`src/rtl/fmw_pkg.sv`:
```
package fmw_pkg;

    // Classification of one write-clock edge
    typedef enum logic [2:0] {
        K_IDLE      = 3'd0,   // no restart, write enable low
        K_STORE     = 3'd1,   // accepted and stored
        K_SKIP      = 3'd2,   // accepted, store masked
        K_RST_FIRST = 3'd3,   // first edge of a restart
        K_RST_HELD  = 3'd4    // restart strobe still high
    } cyc_kind_e;

    function automatic cyc_kind_e classify(input logic rs_now, input logic rs_prev,
                                           input logic we, input logic ie);
        cyc_kind_e k;
        if (rs_now)
            k = rs_prev ? K_RST_HELD : K_RST_FIRST;
        else if (!we)
            k = K_IDLE;
        else
            k = ie ? K_STORE : K_SKIP;
        return k;
    endfunction

    function automatic logic is_accept(input cyc_kind_e k);
        return (k == K_STORE) || (k == K_SKIP);
    endfunction

    function automatic logic is_restart(input cyc_kind_e k);
        return (k == K_RST_FIRST) || (k == K_RST_HELD);
    endfunction

endpackage

```
`src/rtl/fmw_ctrl.sv`:
```
module fmw_ctrl
    import fmw_pkg::*;
#(
    parameter int DEPTH  = 1024,
    parameter int ADDR_W = $clog2(DEPTH)
) (
    input  logic              clk,
    input  logic              rst,
    input  logic              wr_rst_i,
    input  logic              wr_en_i,
    input  logic              in_en_i,
    output cyc_kind_e         kind_o,
    output logic [ADDR_W-1:0] ptr_o
);

    localparam logic [ADDR_W-1:0] LAST = ADDR_W'(DEPTH - 1);

    logic              rs_q;
    logic [ADDR_W-1:0] ptr_q;
    logic [ADDR_W-1:0] ptr_nxt;
    cyc_kind_e         kind;

    assign kind = classify(wr_rst_i, rs_q, wr_en_i, in_en_i);

    generate
        if (DEPTH == (1 << ADDR_W)) begin : g_pow2
            assign ptr_nxt = ptr_q + 1'b1;
        end else begin : g_cmp
            assign ptr_nxt = (ptr_q == LAST) ? '0 : ptr_q + 1'b1;
        end
    endgenerate

    always_ff @(posedge clk) begin
        if (rst) begin
            rs_q  <= 1'b0;
            ptr_q <= '0;
        end else begin
            rs_q <= wr_rst_i;
            if (is_restart(kind))
                ptr_q <= '0;
            else if (is_accept(kind))
                ptr_q <= ptr_nxt;
        end
    end

    assign kind_o = kind;
    assign ptr_o  = ptr_q;

endmodule

```
`src/rtl/fmw_stage.sv`:
```
module fmw_stage
    import fmw_pkg::*;
#(
    parameter int DATA_W = 8,
    parameter int ADDR_W = 10
) (
    input  logic              clk,
    input  logic              rst,
    input  cyc_kind_e         kind_i,
    input  logic [ADDR_W-1:0] ptr_i,
    input  logic [DATA_W-1:0] din_i,
    output logic              mem_we_o,
    output logic [ADDR_W-1:0] mem_addr_o,
    output logic [DATA_W-1:0] mem_data_o
);

    typedef struct packed {
        logic              valid;
        logic [ADDR_W-1:0] addr;
        logic [DATA_W-1:0] data;
    } entry_t;

    entry_t hold_q;
    entry_t out_q;
    logic   flush;

    // the parked entry leaves on an accepted cycle or on the first restart edge
    assign flush = hold_q.valid && (is_accept(kind_i) || (kind_i == K_RST_FIRST));

    always_ff @(posedge clk) begin
        if (rst) begin
            hold_q <= '0;
            out_q  <= '0;
        end else begin
            out_q.valid <= 1'b0;
            if (flush)
                out_q <= hold_q;
            if (is_accept(kind_i)) begin
                hold_q.valid <= (kind_i == K_STORE);
                hold_q.addr  <= ptr_i;
                hold_q.data  <= din_i;
            end else if (kind_i == K_RST_FIRST) begin
                hold_q.valid <= 1'b0;
            end
        end
    end

    assign mem_we_o   = out_q.valid;
    assign mem_addr_o = out_q.addr;
    assign mem_data_o = out_q.data;

endmodule

```
`src/rtl/fmw_mon.sv`:
```
module fmw_mon
    import fmw_pkg::*;
#(
    parameter int CNT_W   = 16,
    parameter int MIN_GAP = 2
) (
    input  logic             clk,
    input  logic             rst,
    input  cyc_kind_e        kind_i,
    output logic [CNT_W-1:0] act_cnt_o,
    output logic             gap_viol_o
);

    localparam int              GW      = (MIN_GAP < 2) ? 1 : $clog2(MIN_GAP + 1);
    localparam logic [GW-1:0]   GAP_LIM = GW'(MIN_GAP);
    localparam logic [CNT_W-1:0] CNT_MAX = '1;

    logic [GW-1:0]    low_q;
    logic             armed_q;
    logic [CNT_W-1:0] cnt_q;
    logic             viol_q;

    always_ff @(posedge clk) begin
        if (rst) begin
            low_q   <= '0;
            armed_q <= 1'b0;
            cnt_q   <= '0;
            viol_q  <= 1'b0;
        end else begin
            viol_q <= 1'b0;
            if (is_restart(kind_i)) begin
                low_q <= '0;
                cnt_q <= '0;
                if (kind_i == K_RST_FIRST) begin
                    viol_q  <= armed_q && (low_q < GAP_LIM);
                    armed_q <= 1'b1;
                end
            end else begin
                if (low_q < GAP_LIM)
                    low_q <= low_q + 1'b1;
                if (is_accept(kind_i) && (cnt_q != CNT_MAX))
                    cnt_q <= cnt_q + 1'b1;
            end
        end
    end

    assign act_cnt_o  = cnt_q;
    assign gap_viol_o = viol_q;

endmodule

```
`src/rtl/fmw_write_port.sv`:
```
module fmw_write_port
    import fmw_pkg::*;
#(
    parameter int DATA_W  = 8,
    parameter int DEPTH   = 1024,
    parameter int CNT_W   = 16,
    parameter int MIN_GAP = 2,
    localparam int ADDR_W = $clog2(DEPTH)
) (
    input  logic              clk,
    input  logic              rst,
    input  logic              wr_rst_i,
    input  logic              wr_en_i,
    input  logic              in_en_i,
    input  logic [DATA_W-1:0] din_i,
    output logic              mem_we_o,
    output logic [ADDR_W-1:0] mem_addr_o,
    output logic [DATA_W-1:0] mem_data_o,
    output logic [ADDR_W-1:0] ptr_o,
    output logic [CNT_W-1:0]  act_cnt_o,
    output logic              gap_viol_o
);

    cyc_kind_e         kind;
    logic [ADDR_W-1:0] ptr;

    fmw_ctrl #(.DEPTH(DEPTH), .ADDR_W(ADDR_W)) u_ctrl (
        .clk(clk), .rst(rst), .wr_rst_i(wr_rst_i), .wr_en_i(wr_en_i),
        .in_en_i(in_en_i), .kind_o(kind), .ptr_o(ptr)
    );

    fmw_stage #(.DATA_W(DATA_W), .ADDR_W(ADDR_W)) u_stage (
        .clk(clk), .rst(rst), .kind_i(kind), .ptr_i(ptr), .din_i(din_i),
        .mem_we_o(mem_we_o), .mem_addr_o(mem_addr_o), .mem_data_o(mem_data_o)
    );

    fmw_mon #(.CNT_W(CNT_W), .MIN_GAP(MIN_GAP)) u_mon (
        .clk(clk), .rst(rst), .kind_i(kind),
        .act_cnt_o(act_cnt_o), .gap_viol_o(gap_viol_o)
    );

    assign ptr_o = ptr;

endmodule

```
`config.mk`:
```
export PLATFORM = sky130hd
export DESIGN_NAME = fmw_write_port
export DESIGN_NICKNAME = d
export VERILOG_FILES = /design/src/rtl/fmw_pkg.sv /design/src/rtl/fmw_ctrl.sv /design/src/rtl/fmw_stage.sv /design/src/rtl/fmw_mon.sv /design/src/rtl/fmw_write_port.sv
export SDC_FILE = /design/constraint.sdc
export NUM_CORES = 1
export LEC_CHECK = 0
export ABC_AREA = 1
export ABC_CLOCK_PERIOD_IN_PS = 1800
export BUFFER_PORTS_ARGS = -buffer_cell sky130_fd_sc_hd__buf_2
export CORE_AREA = 4 4 104 106
export CTS_BUF_LIST = sky130_fd_sc_hd__clkbuf_4 sky130_fd_sc_hd__clkbuf_8
export CTS_CLUSTER_DIAMETER = 50
export CTS_CLUSTER_SIZE = 40
export DETAILED_ROUTE_END_ITERATION = 12
export DIE_AREA = 0 0 108 110
export SLEW_MARGIN = 40
export SYNTH_ARGS = -nofsm -noshare
export SYNTH_HDL_FRONTEND = slang
export SYNTH_HIERARCHICAL = 1
export SYNTH_SLANG_ARGS = --single-unit
```
`constraint.sdc`:
```
create_clock -name clk -period 1.8 [get_ports clk]
set_input_delay 0.18 -clock clk [delete_from_list [all_inputs] [get_ports clk]]
set_output_delay 0.18 -clock clk [all_outputs]
set_load 0.03 [all_outputs]
```
**Yosys cells after proc, flatten, opt, wreduce, memory -nomap -nowiden**

Index checks and enable logic that the tools add are counted.

- $add $sub $neg: 3
- Order comparisons: 1
- Equal/unequal tests: 5
- Muxes and demuxes: 6
- Bitwise operators: 3
- Reductions and logical operators: 11

Operator list:

| operator | count |
|---|---|
| 16-bit by 1-bit adder with 16-bit output (second input constant) | 1 |
| 16-bit != test (second input constant) | 1 |
| 10-bit by 1-bit adder with 10-bit output (second input constant) | 1 |
| 3-bit two-way mux | 3 |
| 3-bit by 2-bit equality test with 1-bit output (second input constant) | 2 |
| 2-bit OR reduction | 2 |
| 3-bit by 1-bit equality test with 1-bit output (second input constant) | 1 |
| 3-bit equality test (second input constant) | 1 |
| 1-bit logical AND | 3 |
| 1-bit logical OR | 3 |
| 1-bit inverter | 3 |
| 3-bit OR reduction | 1 |
| 2-bit by 1-bit adder with 2-bit output (second input constant) | 1 |
| 2-bit < comparator (second input constant) | 1 |
| 1-bit two-way mux | 2 |
| 2-bit two-way mux | 1 |
| 2-bit AND reduction | 1 |
| 2-bit nonzero test | 1 |

- Register bits: 69
- Bits of input ports: 13
- Output and inout bits: 46
- Word-level logic and storage cells: 41

**Depth between registers and ports, before layout**

Gate-level depths: netlist of run 1.

- Depth in word-level cells: 9
- Gate-level depth with buffers: 12
- Depth with buffers taken out: 12

**By module**

The synthesis of run 1 kept the hierarchy.

By module, submodules not included:

| module | instances | cells an instance | area each (sq um) | sequential area each (sq um) |
|---|---|---|---|---|
| fmw_stage | 1 | 247 | 1689.1 | 760.7 |
| fmw_mon | 1 | 172 | 1121.1 | 400.4 |
| fmw_ctrl | 1 | 79 | 559.3 | 220.2 |

**Least setup slack after synthesis of run 1**

Ideal clock, no wire load.

- Kind: register -> register
- Start point: register u_ctrl.rs_q
- End point: register u_mon.cnt_q[15] (netlist: u_mon/act_cnt_o[15])
- Arrival: 1528 ps
- Slack: 158 ps
- Stages on the path, launching flop included: 13
- Period minus slack after synthesis: 1642 ps
- Cells stage by stage: dfxtp_1 > nand2_1 > inv_1 > a21oi_1 > inv_1 > nand2_1 > nand2_1 > nor2_2 > nand2_1 > nor2_1 > nand3_1 > nand2_1 > nor2_1

- Cells in the longest elaborated chain, start to end: 5

Ends and longest elaborated chain:

| item | line | RTL |
|---|---|---|
| start: declaration | fmw_ctrl.sv:18 | `logic rs_q;` |
| start signal: assignment | fmw_ctrl.sv:38 | `rs_q <= wr_rst_i;` |
| 3-bit two-way mux (*) | fmw_pkg.sv:16 | `k = rs_prev ? K_RST_HELD : K_RST_FIRST;` |
| 3-bit two-way mux (*) | fmw_pkg.sv:15 | `if (rs_now)` |
| named net kind[2] | fmw_write_port.sv:24 | `cyc_kind_e kind;` |
| 3-bit by 2-bit equality test with 1-bit output (tied with other cells) | fmw_pkg.sv:29 | `return (k == K_RST_FIRST) \|\| (k == K_RST_HELD);` |
| 1-bit logical OR, on equally long branches | fmw_pkg.sv:29, fmw_pkg.sv:25 |  |
| 2-bit OR reduction (no source line) or 1-bit logical AND (tied branches) | n/a |  |
| end signal: assignment | fmw_mon.sv:42 | `cnt_q <= cnt_q + 1'b1;` |
| end: declaration | fmw_mon.sv:20 | `logic [CNT_W-1:0] cnt_q;` |

Mark *: on every way through the listed nets, which the timed path passes. The rest lies on a longest branch.
A chain may end at the register's enable or synchronous reset.

**Final worst setup path of run 1**

- Start point: register u_ctrl.rs_q
- End point: register u_stage.out_q (netlist bit u_stage/mem_data_o[4])

- Cells in the longest elaborated chain, start to end: 6

Ends and longest elaborated chain:

| item | line | RTL |
|---|---|---|
| 3-bit two-way mux (*) | fmw_pkg.sv:16 |  |
| 3-bit two-way mux (*) | fmw_pkg.sv:15 |  |
| named net kind[2] | fmw_write_port.sv:24 |  |
| 3-bit by 1-bit equality test with 1-bit output or 3-bit by 2-bit equality test with 1-bit output (tied branches) | fmw_pkg.sv:25 | `return (k == K_STORE) \|\| (k == K_SKIP);` |
| 1-bit logical OR | fmw_pkg.sv:25 |  |
| 1-bit logical OR (*) | fmw_stage.sv:28 | `assign flush = hold_q.valid && (is_accept(kind_i) \|\| (kind_i == K_RST_FIRST));` |
| 1-bit logical AND (*) | fmw_stage.sv:28 |  |
| end signal: assignment | fmw_stage.sv:37 | `out_q <= hold_q;` |
| end: declaration | fmw_stage.sv:24 | `entry_t out_q;` |

Marked as above.

==> results_dict.tcl, run 1 <==
set metrics [dict create \
    antenna_found_initial 0 \
    die_y_um 110 \
    final_antenna_net_count 0 \
    grt_max_degree 56 \
    drv_slew 0 \
    max_freq_ghz 0.638 \
    max_slew_margin 0.601 \
    whs_ns 0.148 \
    maxCapViolations 0 \
    crit_chain "nand2_1 > inv_1 > a21oi_1 > buf_4 > nand2_1 > nand2_4 > buf_12 > nand3_1 > nand2_1 > nor2_1" \
    drive_gt1_frac 0.188 \
    ctsRootBufferMaster "clkbuf_8" \
    start_util 0.345 \
    ys.flop_type "dfxtp_1" \
    gp_congestion 0.866 \
    synth.cell_area_um2 3370 \
    diodes 0 \
    ys_seq_area_frac 0.410 \
    r2r_cells 10 \
    hold_viol_final 0 \
    synth_cells 498 \
    critPathKind "flop to flop" \
    place_worst_setup_slack_ns 0.0535 \
    cts_tree "yes" \
    synth_fp_nets 513 \
    regToRegSetupSlack_ns 0.23 \
    viasPerCell 4.62 \
    hold_buffers 0 \
    tns_ns 0 \
    whs_endpoint "u_mon/armed_q$_SDFFE_PP0P_" \
    pwr-share-seq 0.501 \
    htree_levels 3 \
    drt_first_pass_iters 4 \
    n_fill_cell 1118 \
    synthDistinctLibCells 32 \
    wl_um 7730 \
    r2r-start "u_ctrl/rs_q$_SDFF_PP0_" \
    rsz0062_at_grt "false" \
    yosysWarningCount 6 \
    drc 0 \
    cp-start-kind "flop" \
    endpoint_kind "flop" \
    dr_total_vias 3219 \
    clock_path_buffers 2 \
    cp.required_ns 2.03 \
    holdCritStartpoint "rst" \
    arrival_ns 1.79 \
    wire_per_inst_um 11.1 \
    fin_ws_ns 0.234 \
    syn_to_final_growth_pct 17.6 \
    path_clk_slew_ns 0.07 \
    max_stage_delay_ns 0.32 \
    hpwlAfterDp_um 5560 \
    async_reset_ff_frac 0 \
    p_sw_frac 0.285 \
    initialDrtViolationCount 138 \
    r2r_end "u_stage/mem_data_o[4]$_SDFFE_PP0P_" \
    fin_skew_ns 0.00597 \
    tightest_slew_ns 0.596 \
    setup_viol 0 \
    p_int_mw 2.37 \
    clkPwrFrac 0.334 \
    period_share 0.870 \
    grt_usage 0.136 \
    power_mw 3.32 \
    final_common_cell "nand2_1" \
    cp_common_cell "nand2_1" \
    pwr_density_cell_nw_per_um2 837 \
    holdPathStages 2 \
    avgSynthCellArea_um2 6.77 \
    hold_path_class "input pin to flop" \
    postPlaceCellArea_um2 3790 \
    leakage_nw 1.85 \
    synth_edf_count 0 \
    path_max_fanout 55 \
    die_area_um2 11900 \
    pin_count 59 \
    coreArea_um2 9770 \
    clk_latency_ns 0.33 \
    grt_pass1_wl_um 13000 \
    status "finished clean" \
    combPwrFrac 0.166 \
    ys_ff_latch 69 \
    switchingPower_mw 0.945 \
    fin_area_um2 3960 \
    cts.sinks 69 \
    io_buffers 58 \
    ir_drop_mv 0.464 \
    fp.dieW_um 108 \
    rows 36 \
    numCtsBuffers 9 \
    layout.nets 576 \
    finalCriticalPeriod_ns 1.57 \
    layout_common_cells "nand2_1 (102), nor2_1 (101), dfxtp_1 (69)" \
    crit_path_top_delay_cell "dfxtp_1" \
    grt.overflow.total 0 \
    first_global_vias 2951 \
]
[per-stage QoR]
stage	utilization	instances
finish	0.405	697
floorplan	-	498
global route	0.405	697
detailed placement	0.388	683
CTS	0.405	697
global placement	0.388	683
[logic make-up after synthesis]
logic type	Yosys count	share of synthesized area
xor+xnor	3	0.00780
simple gates	286	0.378
buf+inv	86	0.115
flops	69	0.410
fa+ha+maj	2	0.00743
compound gates	52	0.0821
[per-layer routing]
layer | part of all wire | GRT usage | vias up
met4 | 0.014 | 0.0523 | 0
met3 | 0.049 | 0.0367 | 8
met5 | 0 | 0 | -
met1 | 0.46 | 0.170 | 1471
met2 | 0.48 | 0.226 | 69
li1 | - | - | 1671
[sequential cells by signal, summed over array words and instances, names as in the netlist]
name,count
u_mon/low_q,2
u_mon/gap_viol_o,1
u_ctrl/ptr_o,10
u_stage/mem_data_o,8
u_stage/mem_we_o,1
u_mon/armed_q,1
u_stage/hold_q,19
u_mon/act_cnt_o,16
u_ctrl/rs_q,1
u_stage/mem_addr_o,10
[cell usage after synthesis (all sizes together) (2+ instances only)]
library cell / instances / area [um2]
a21oi: 43 / 219
buf: 11 / 95.1
clkbuf: 5 / 28.8
dfxtp: 69 / 1380
ha: 2 / 25.0
inv: 69 / 259
nand2: 110 / 448
nand3: 58 / 300
nand4: 4 / 40.0
nor2: 110 / 462
nor3: 2 / 10.0
o21ai: 8 / 51.3
xor2: 2 / 17.5
[how the worst max path moves through the flow]
stage          cells past startpoint  slack, ns                    from                            endpoint
6_report                          10       0.23  u_ctrl/rs_q$_SDFF_PP0_  u_stage/mem_data_o[4]$_SDFFE_PP0P_
5_1_grt                           12       0.02  u_ctrl/rs_q$_SDFF_PP0_    u_mon/act_cnt_o[10]$_SDFFE_PP0P_
4_1_cts                            9       0.16  u_ctrl/rs_q$_SDFF_PP0_     u_mon/act_cnt_o[0]$_SDFFE_PP0P_
3_5_place_dp                      10       0.05                wr_rst_i     u_mon/act_cnt_o[6]$_SDFFE_PP0P_
3_3_place_gp                      10       0.16                wr_rst_i     u_mon/act_cnt_o[0]$_SDFFE_PP0P_
2_1_floorplan                     12       0.16  u_ctrl/rs_q$_SDFF_PP0_    u_mon/act_cnt_o[15]$_SDFFE_PP0P_
[worst max-delay path: cells and delay by family (launching register included)]
family | cells | cell delay [ns]
AOI/OAI and AO/OA | 1 | 0.21
buffers and inverters | 3 | 0.46
DFF | 1 | 0.32
and+or+nand+nor | 6 | 0.46
[area by class of cell]
type | instances | area [um2] | area share
sequential | 69 | 1380 | 0.349
timing repair buffer | 68 | 378 | 0.0954
inverter | 70 | 263 | 0.0663
clock inverter | 2 | 10.0 | 0.00253
clock buffer | 12 | 159 | 0.0401
tap | 133 | 166 | 0.0420
multi-input combinational | 343 | 1600 | 0.405
[power groups by stage]
| stage | sequential (mW) | combinational, mW | clock (mW) |
|---|---|---|---|
| 4_1_cts | 1.66 | 0.555 | 1.16 |
| 2_1_floorplan | 1.76 | 0.356 | 0 |
| 3_5_place_dp | 1.70 | 0.554 | 0 |
| 6_report | 1.66 | 0.549 | 1.11 |
| 5_1_grt | 1.67 | 0.631 | 1.22 |
| 3_3_place_gp | 1.69 | 0.546 | 0 |
[timing repair]
action                     in CTS  in global routing
gates resized for setup         0                  1
setup endpoints to repair       0                  2
setup buffers                   0                  0
(Power assumes the default switching activity.)
==> run 2, diff against run 1 <==
ABC_CLOCK_PERIOD_IN_PS = 1700   (was 1800)
CORE_AREA = 4 4 95 97   (was 4 4 104 106)
DIE_AREA = 0 0 99 101   (was 0 0 108 110)
SYNTH_HIERARCHICAL = unset   (was 1)
clock period = 1.7 ns   (was 1.8 ns; I/O delays follow)
==> results_dict.tcl, run 2 <==
set metrics [dict create \
    netlist.top_cell.by_area "dfxtp_1" \
    yosysWarningCount 0 \
    ys_seq_area_frac 0.492 \
    wl_um 6520 \
    synth_top_area_share 0.492 \
    diodes 0 \
    clk_latency_ns 0.35 \
    endpoint "u_mon.act_cnt_o[15]$_SDFFE_PP0P_" \
    regToRegSetupSlack_ns 0.17 \
    wire_per_inst_um 11.7 \
    coreArea_um2 8130 \
    maxCapViolations 0 \
    max_freq_ghz 0.656 \
    synthDistinctLibCells 27 \
    drc 0 \
    first_global_vias 2375 \
    synth_compound_area_frac 0.120 \
    start_util 0.345 \
    io_buffers 58 \
    endpoint_kind "flop" \
    n_fill_cell 849 \
    grt_usage 0.138 \
    synth_xor_area_frac 0.0249 \
    clock_path_buffers 2 \
    ctsRootBufferMaster "clkbuf_8" \
    post_cts_buffers 0 \
    cp.required_ns 1.99 \
    path_max_fanout 9 \
    grt.overflow.total 0 \
    critPathTopFamily "simple AND/OR/NAND/NOR gates" \
    fp.dieW_um 99 \
    synth_fp_nets 402 \
    syn_to_final_growth_pct 21.7 \
    fin_skew_ns 0.00822 \
    crit_path_top_delay_cell "dfxtp_2" \
    rows 33 \
    critPathKind "flop to flop" \
    layout.nets 464 \
    setup_viol 0 \
    drive_gt1_frac 0.211 \
    hold_buffers 0 \
    htree_levels 3 \
    power_mw 3.21 \
    leakage_nw 1.44 \
    dr_total_vias 2575 \
    async_reset_ff_frac 0 \
    die_y_um 101 \
    period_share 0.897 \
    layout_common_cells "nor2_1 (89), nand2_1 (69), dfxtp_1 (67)" \
    pin_count 59 \
    grt_pass1_wl_um 11000 \
    drv_slew 0 \
    grt_max_degree 36 \
    pwr_density_cell_nw_per_um2 938 \
    status "finished clean" \
    rsz0062_at_grt "false" \
    cts_tree "yes" \
    ys_ff_latch 69 \
    ys.flop_type "dfxtp_1" \
    r2r-start "u_mon.act_cnt_o[0]$_SDFFE_PP0P_" \
    drt_first_pass_iters 4 \
    max_stage_delay_ns 0.34 \
    hpwlAfterDp_um 4750 \
    max_slew_margin 0.689 \
    ir_drop_mv 0.334 \
    synth.cell_area_um2 2810 \
    whs_ns 0.0508 \
    numCtsBuffers 9 \
    crit_cells 8 \
    tns_ns 0 \
    largest_reg_flops 19 \
    final_common_cell "nor2_1" \
    synth_adder_area_share 0.00890 \
    r2r_cells 8 \
    utilization 0.421 \
    finalCriticalPeriod_ns 1.53 \
    die_area_um2 10000 \
    synthMuxAreaShare 0 \
    cp_num_buf_inv 0 \
    synth-simple-area-share 0.287 \
    hold_path_class "input pin to flop" \
    worstSetupStartpoint "u_mon.act_cnt_o[0]$_SDFFE_PP0P_" \
    gp_congestion 0.813 \
    synthTopCellsByArea "dfxtp_1 (49%), nor2_1 (12%), nand2_1 (9.3%), o21ai_1 (6.8%), a21oi_1 (4.8%)" \
    cts.sinks 69 \
    hold_viol_final 0 \
    fin_cells 559 \
    viasPerCell 4.61 \
    antenna_found_initial 0 \
    synthTopCellsByCount "nor2_1 (90), nand2_1 (70), dfxtp_1 (69)" \
    initialDrtViolationCount 93 \
    arrival_ns 1.81 \
    dp.cells 542 \
    cp_common_cell "nor2_2" \
    tightest_slew_ns 0.465 \
    regMostFlops "u_stage.hold_q" \
    avgSynthCellArea_um2 7.26 \
    path_clk_slew_ns 0.08 \
    final_antenna_net_count 0 \
    crit_chain "ha_1 > nand2_1 > nor2_2 > nand2_2 > nor2_4 > nor2_2 > a21oi_1 > nor2_1" \
    cp-start-kind "flop" \
    synth_cells 387 \
    synth_edf_count 0 \
    r2r_end "u_mon.act_cnt_o[15]$_SDFFE_PP0P_" \
    synth_top_family_by_area "simple AND/OR/NAND/NOR gates" \
    yosysMostFrequentCell "nor2_1" \
]
[run 2: repair_timing]
| item | CTS | global route |
|---|---|---|
| setup endpoints to repair | 0 | 14 |
| gates resized for setup | 0 | 3 |
| hold endpoints to repair | 0 | 0 |
[run 2: through the flow]
stage | instance area [um2] | setup WS, ns
2_1_floorplan | 2810 | 0.0787
3_3_place_gp | 3220 | 0.152
3_5_place_dp | 3220 | 0.110
4_1_cts | 3400 | 0.0964
5_1_grt | 3420 | 0.00984
6_report | 3420 | 0.175
[run 2: cell families (layout without fill, tap and decap cells)]
logic type / Yosys count / after routing
AO/OA/AOI/OAI: 67 / 67
XOR/XNOR: 8 / 8
adder cells (fa/ha/maj): 2 / 2
buffers and inverters: 45 / 111
flip-flops: 69 / 69
AND/OR/NAND/NOR: 196 / 197
[run 2: worst reg2reg max path, delay by kind of cell (launching register included)]
family          cells  cell delay (ns)
flops               1             0.34
simple gates        6             0.77
compound gates      1             0.12
fa+ha+maj           1             0.23
[run 2: worst min path at each step]
stage / cells past startpoint / to / startpoint / slack (ns)
2_1_floorplan: 2 / u_ctrl.rs_q$_SDFF_PP0_ / wr_rst_i / 0.29
3_3_place_gp: 3 / u_stage.hold_q[6]$_SDFFE_PP0P_ / din_i[6] / 0.41
3_5_place_dp: 3 / u_stage.hold_q[4]$_SDFFE_PP0P_ / din_i[4] / 0.41
4_1_cts: 3 / u_stage.hold_q[4]$_SDFFE_PP0P_ / din_i[4] / 0.04
5_1_grt: 3 / u_stage.hold_q[6]$_SDFFE_PP0P_ / din_i[6] / 0.04
6_report: 3 / u_stage.hold_q[6]$_SDFFE_PP0P_ / din_i[6] / 0.05
[run 2: cell type report]
class                      count  area [um2]  share of cell area
multi-input combinational    274        1250               0.367
tap                          105         131              0.0384
clock inverter                 7        65.1              0.0190
inverter                      29         111              0.0326
timing repair buffer          66         350               0.102
sequential                    69        1380               0.405
clock buffer                   9         124              0.0362
[run 2: where the power goes]
| group | switching (mW) | internal (mW) |
|---|---|---|
| clock | 0.726 | 0.567 |
| combinational | 0.151 | 0.0750 |
| sequential | 0.0253 | 1.66 |
[run 2: metal layers]
metal | share of wire | track usage
met5 | 0 | 0
met4 | 0.020 | 0.0620
met3 | 0.072 | 0.0533
met2 | 0.45 | 0.215
met1 | 0.45 | 0.167
